**src/rtl/adc_frame_tx.sv**
```systemverilog
module adc_frame_tx #(
  parameter int RES_W = 21,
  parameter int SYNC  = 2
) (
  input  logic             clk,
  input  logic             rst_n,
  input  logic [RES_W:0]   res_word,
  input  logic             res_valid,
  input  logic             cs_n,
  input  logic             sclk,
  output logic             sdo,
  output logic             sdo_oe,
  output logic             conv_start
);
  localparam int FRAME = RES_W + 3;
  localparam int CW    = $clog2(FRAME + 1);

  logic [SYNC-1:0]  cs_sync, sck_sync;
  logic             sck_prev;
  logic [RES_W:0]   hold;
  logic             ready, fresh;
  logic [FRAME-2:0] sh;
  logic [CW-1:0]    cnt;

  wire cs_act = ~cs_sync[SYNC-1];
  wire fall   = cs_act & sck_prev & ~sck_sync[SYNC-1];
  wire at_end = (cnt == CW'(FRAME));
  wire at_top = (cnt == '0);

  always_ff @(posedge clk or negedge rst_n) begin
    if (!rst_n) begin
      cs_sync  <= '1;
      sck_sync <= '0;
      sck_prev <= 1'b0;
    end else begin
      cs_sync  <= {cs_sync[SYNC-2:0], cs_n};
      sck_sync <= {sck_sync[SYNC-2:0], sclk};
      sck_prev <= sck_sync[SYNC-1];
    end
  end

  always_ff @(posedge clk or negedge rst_n) begin
    if (!rst_n) begin
      hold       <= '0;
      ready      <= 1'b0;
      fresh      <= 1'b0;
      sh         <= '0;
      cnt        <= '0;
      conv_start <= 1'b0;
    end else begin
      conv_start <= 1'b0;
      if (at_top) sh <= {1'b0, hold};
      if (!cs_act) begin
        cnt   <= '0;
        fresh <= 1'b0;
      end else if (fall && !at_end) begin
        cnt <= cnt + 1'b1;
        if (!at_top) sh <= {sh[FRAME-3:0], 1'b0};
        if (cnt == CW'(FRAME - 1)) begin
          conv_start <= 1'b1;
          if (!fresh) ready <= 1'b0;
        end
      end
      if (res_valid) begin
        hold  <= res_word;
        ready <= 1'b1;
        if (!at_top) fresh <= 1'b1;
      end
    end
  end

  wire bit_now = (at_top || at_end) ? ~ready : sh[FRAME-2];

  assign sdo    = cs_act & bit_now;
  assign sdo_oe = cs_act;
endmodule


```
**config.mk**
```make
export PLATFORM = sky130hd
export DESIGN_NAME = adc_frame_tx
export DESIGN_NICKNAME = d
export VERILOG_FILES = /design/src/rtl/adc_frame_tx.sv
export SDC_FILE = /design/constraint.sdc
export NUM_CORES = 1
export LEC_CHECK = 0
export ABC_CLOCK_PERIOD_IN_PS = 1900
export BUFFER_PORTS_ARGS = -buffer_cell sky130_fd_sc_hd__buf_2
export CAP_MARGIN = 20
export CORE_MARGIN = 2
export CORE_UTILIZATION = 35
export CTS_CLUSTER_DIAMETER = 40
export DETAILED_ROUTE_END_ITERATION = 10
export PLACE_DENSITY_LB_ADDON = 0.3
export SYNTH_ARGS = -nofsm -noshare
export SYNTH_HDL_FRONTEND = slang
export SYNTH_SLANG_ARGS = --single-unit
```
**constraint.sdc**
```tcl
create_clock -name clk -period 1.9 [get_ports clk]
set_input_delay 0.475 -clock clk [delete_from_list [all_inputs] [get_ports clk]]
set_output_delay 0.475 -clock clk [all_outputs]
set_load 0.1 [all_outputs]
```
---- Word-level counts from Yosys, hierarchy flattened ----
Index checks and enable logic that the tools add are counted.
storage, ports and cells
  register bits after elaboration ......... 58
  latch bits .............................. 0
  bits in writable memories ............... 0
  bits in read-only memories .............. 0
  input bits .............................. 27
  word-level logic and storage cells ...... 46
  memories ................................ 0
operators by class
  $add $sub $neg .......................... 1
  multipliers ............................. 0
  divide/modulo/power cells ............... 0
  order comparisons ....................... 0
  eq/ne operators ......................... 4
  shift-type cells ........................ 0
  mux-type cells .......................... 18
  bitwise operators ....................... 6
  reductions and logical operators ........ 8
operators with widths
  cell                                          number
  two-way mux 23 bit                            4
  two-way mux 1 bit                             12
  equality test 5 bit (second input constant)   2
  two-way mux 5 bit                             2
  nonzero test 2 bit                            3
  adder 5 x 1 -> 5 bit (second input constant)  1
  zero test 5 bit                               1
  != test 2 bit (second input constant)         2
  AND reduction 4 bit                           1
  AND 1 bit                                     3
  inverter 1 bit                                3
  logical AND 1 bit                             1
  zero test 1 bit                               1
  logical OR 1 bit                              1

---- Logic depth before layout (Yosys ltp) ----
  depth after elaboration ................. 7
  depth in mapped cells ................... 6
  depth with buffers taken out ............ 5

---- Least setup slack after synthesis ----
Ideal clock, no wire load.
  path type ............................... register to output
  start ................................... register cnt[0]
  end ..................................... output port sdo
  arrival ................................. 2.274 ns
  path slack .............................. -0.849 ns
  cell stages (with the launch flop) ...... 7
  path buffers ............................ 1
  cell sequence ........................... dfrtp_1 inv_1 ha_1 or4b_4 buf_6 a21o_1 a21oi_2
on the way
  cells in the longest elaborated chain, start to end .. 4
RTL lines
  item                                                           RTL line  text
  from (decl)                                                    23        logic [CW-1:0] cnt;
  from (signal assigned)                                         57        cnt <= cnt + 1'b1;
  equality test 5 bit / zero test 5 bit (equally long branches)  27, 28
  logical OR 1 bit (*)                                           72        wire bit_now = (at_top || at_end) ? ~ready : sh[FRAME-2];
  two-way mux 1 bit (*)                                          72
  AND 1 bit (*)                                                  74        assign sdo = cs_act & bit_now;
  to (decl)                                                      11        output logic sdo,
Every way passes the cells marked *; elsewhere a longest branch is shown, timed or not.

---- Worst setup path in the final report ----
  start ................................... register cnt[1]
  end ..................................... output port sdo
Same word-level chain as after synthesis.

==> impl_metrics.env <==
export IMPL_status="complete, but fails checks"
export IMPL_violations="negative setup slack"
export IMPL_dp_slack_ns=-0.1685
export IMPL_syn_nets=256
export IMPL_async_reset_ff_share_pct=100.0
export IMPL_port_buffer_count=29
export IMPL_cap_viol_max_count=0
export IMPL_startpoint_type="flop"
export IMPL_fin_cells=364
export IMPL_n_antenna_cell=0
export IMPL_layout_common_cells="dfrtp_1, nand3_1, buf_2"
export IMPL_num_vias=1850
export IMPL_ys_types=33
export IMPL_reg2reg_to="sh[15]$_DFF_PN0_"
export IMPL_cp_slowest_stage_delay_ns=0.46
export IMPL_synthCells=227
export IMPL_cp_required_ns=1.42
export IMPL_nFillCells=667
export IMPL_synth_area_per_cell_um2=11.02
export IMPL_reg2reg_slack_ns=0.19
export IMPL_crit_start="cnt[1]$_DFFE_PN0P_"
export IMPL_gp_congestion=0.7878
export IMPL_hold_path_class="in2async"
export IMPL_place_area_um2=2849
export IMPL_cts_made_buffers=9
export IMPL_power_density_nw_per_um2=965.4
export IMPL_die_h_um=88.56
export IMPL_wl_per_cell_um=13.75
export IMPL_yosysSeqAreaShare_pct=58.10
export IMPL_grt_pass1_wl_um=8521
export IMPL_area_growth_synth_to_final_pct=22.75
export IMPL_post_place_cells=348
export IMPL_clock_skew_ns=0.002628
export IMPL_slew_headroom_pct=63.70
export IMPL_ir_drop_mv=0.4255
export IMPL_nNetsFinal=292
export IMPL_clk_pin_slew_ns=0.06
export IMPL_core_um2=6869
export IMPL_ioPinCount=30
export IMPL_finish_instance_area_um2=3072
export IMPL_drtPass1Iterations=4
export IMPL_via_per_inst=5.082
export IMPL_dominantRegCellSynth="dfrtp_1"
export IMPL_cpMaxStageDelayCell="or4b_4"
export IMPL_r2r_start="cnt[1]$_DFFE_PN0P_"
export IMPL_path_class="reg2out"
export IMPL_num_rows=30
export IMPL_timing_setup_tns_ns=-0.5197
export IMPL_htreeDepth=3
export IMPL_worst_slew_pin_slew_ns=0.5446
export IMPL_crit_end="sdo"
export IMPL_final_common_cell="dfrtp_1"
export IMPL_r2r_worst_path_cells=6
export IMPL_yosys_warnings=0
export IMPL_hold_viol=0
export IMPL_grt_antenna_before_repair=0
export IMPL_dieArea_um2=7842
export IMPL_grt_pass1_vias=1767
export IMPL_path_cells="inv_2 > ha_4 > or4b_4 > a21o_1 > a21oi_4 > buf_12"
export IMPL_synth_edf_count=0
export IMPL_min_period_ns=2.420
export IMPL_finalWirelength_um=5006
export IMPL_fmax_ghz=0.4133
export IMPL_synth_seq_cells=58
export IMPL_start_util_pct=36.43
export IMPL_cts_tree="done"
export IMPL_worst_slack_ns=-0.5197
export IMPL_arrival_ns=1.94
export IMPL_antenna_left=0
export IMPL_grt_max_degree=47
export IMPL_clockBufferDepth=2
export IMPL_cts_root_buf="clkbuf_8"
export IMPL_cp_end_kind="output port"
export IMPL_hpwl_um=3107
export IMPL_initialDrtViolationCount=105
export IMPL_clk_insertion_delay_late_ns=0.34
export IMPL_grt_ovfl_total=0
export IMPL_clkSinkCount=58
export IMPL_drv_slew=0
export IMPL_track_usage_pct=14.48
export IMPL_power_uw=2965
export IMPL_syn_area_um2=2502
export IMPL_drive_gt1_share_pct=32.46
export IMPL_worstPathMaxFanout=3
export IMPL_die_width_um=88.56
export IMPL_rsz0062_at_grt="true"
export IMPL_power_leakage_uw=0.001298
export IMPL_period_share_pct=127.4
export IMPL_drc=0
export IMPL_cts_setup_buffers=0
export IMPL_setup_viol=1
## metrics by stage
step	util, %	hold slack [ns]
after floorplan	-	0.1794
after global placement	41.48	0.3347
after detailed placement	41.48	0.3410
after CTS	44.66	0.07276
after global routing	44.72	0.08375
final	44.72	0.06942
## synth_stat cells, drive strengths merged (2+ instances only)
library cell,n,area share [%]
dfrtp,56,56
nor2,22,3.3
a21oi,3,0.75
o21ai,25,5.0
a31oi,21,5.3
dfstp,2,2.1
nor3b,2,0.80
a21o,3,0.90
ha,2,1.0
nor2b,2,0.50
nand2,3,0.45
clkbuf,12,1.8
nand4,2,0.50
buf,7,1.8
mux2,21,9.5
inv,5,0.75
nand3,27,5.4
## report_power, final
group / switching [µW] / internal, µW
clock: 463 / 750
sequential: 67.1 / 1370
combinational: 166 / 151
## cell type report
| type | instances | area [µm²] | area share (%) |
|---|---|---|---|
| Sequential cell | 58 | 1454 | 47.33 |
| Multi-Input combinational cell | 145 | 958.4 | 31.20 |
| Timing Repair Buffer | 44 | 304.0 | 9.898 |
| Clock buffer | 15 | 186.4 | 6.069 |
| Tap cell | 96 | 120.1 | 3.910 |
| Clock inverter | 1 | 30.03 | 0.9776 |
| Inverter | 5 | 18.77 | 0.6110 |
## critical path, delay by kind of cell (launching register included)
kind / cells / cell delay (ns)
buffers and inverters: 2 / 0.26
adders and majority gates: 1 / 0.13
and+or+nand+nor: 1 / 0.46
AOI/OAI and AO/OA: 2 / 0.34
DFF: 1 / 0.39
## cell families after synthesis
family                   count (synthesis)  share of synthesized area (%)
flip-flops                              58                          58.10
AO/OA/AOI/OAI                           57                          13.45
multiplexers                            22                          9.850
buffers and inverters                   24                          4.400
adder cells (fa/ha/maj)                  2                         0.9998
AND/OR/NAND/NOR                         64                          13.20
## routing by layer
layer	wire length, µm	global-route usage [%]	part of all wire, %	vias to the layer above
met4	106	6.612	2.1	0
met1	2413	20.29	48	916
li1	-	-	-	888
met3	232	5.970	4.6	7
met2	2253	19.48	45	39
met5	0	0	0	-
## registers in the layout, indices dropped and copies added (netlist names)
register    cells
cnt             5
hold           22
sh             23
sck_sync        2
ready           1
cs_sync         2
sck_prev        1
fresh           1
conv_start      1
## what timing repair did
| action | in CTS | in global routing |
|---|---|---|
| cloned | 0 | 0 |
| pin swaps | 0 | 0 |
| endpoints found under the setup margin | 2 | 2 |
| resized for setup | 1 | 1 |
| hold buffers | 0 | 0 |
## worst min-delay path by stage
stage,startpoint,to,slack (ns),cells after the start
5_1_grt,rst_n,hold[8]$_DFFE_PN0P_,0.08,1
3_3_place_gp,sck_sync[0]$_DFF_PN0_,sck_sync[1]$_DFF_PN0_,0.33,0
4_1_cts,rst_n,hold[4]$_DFFE_PN0P_,0.07,1
2_1_floorplan,rst_n,cnt[0]$_DFFE_PN0P_,0.18,0
3_5_place_dp,sck_sync[0]$_DFF_PN0_,sck_sync[1]$_DFF_PN0_,0.34,0
6_report,rst_n,hold[8]$_DFFE_PN0P_,0.07,1
Power figures use the tool's default switching activity.
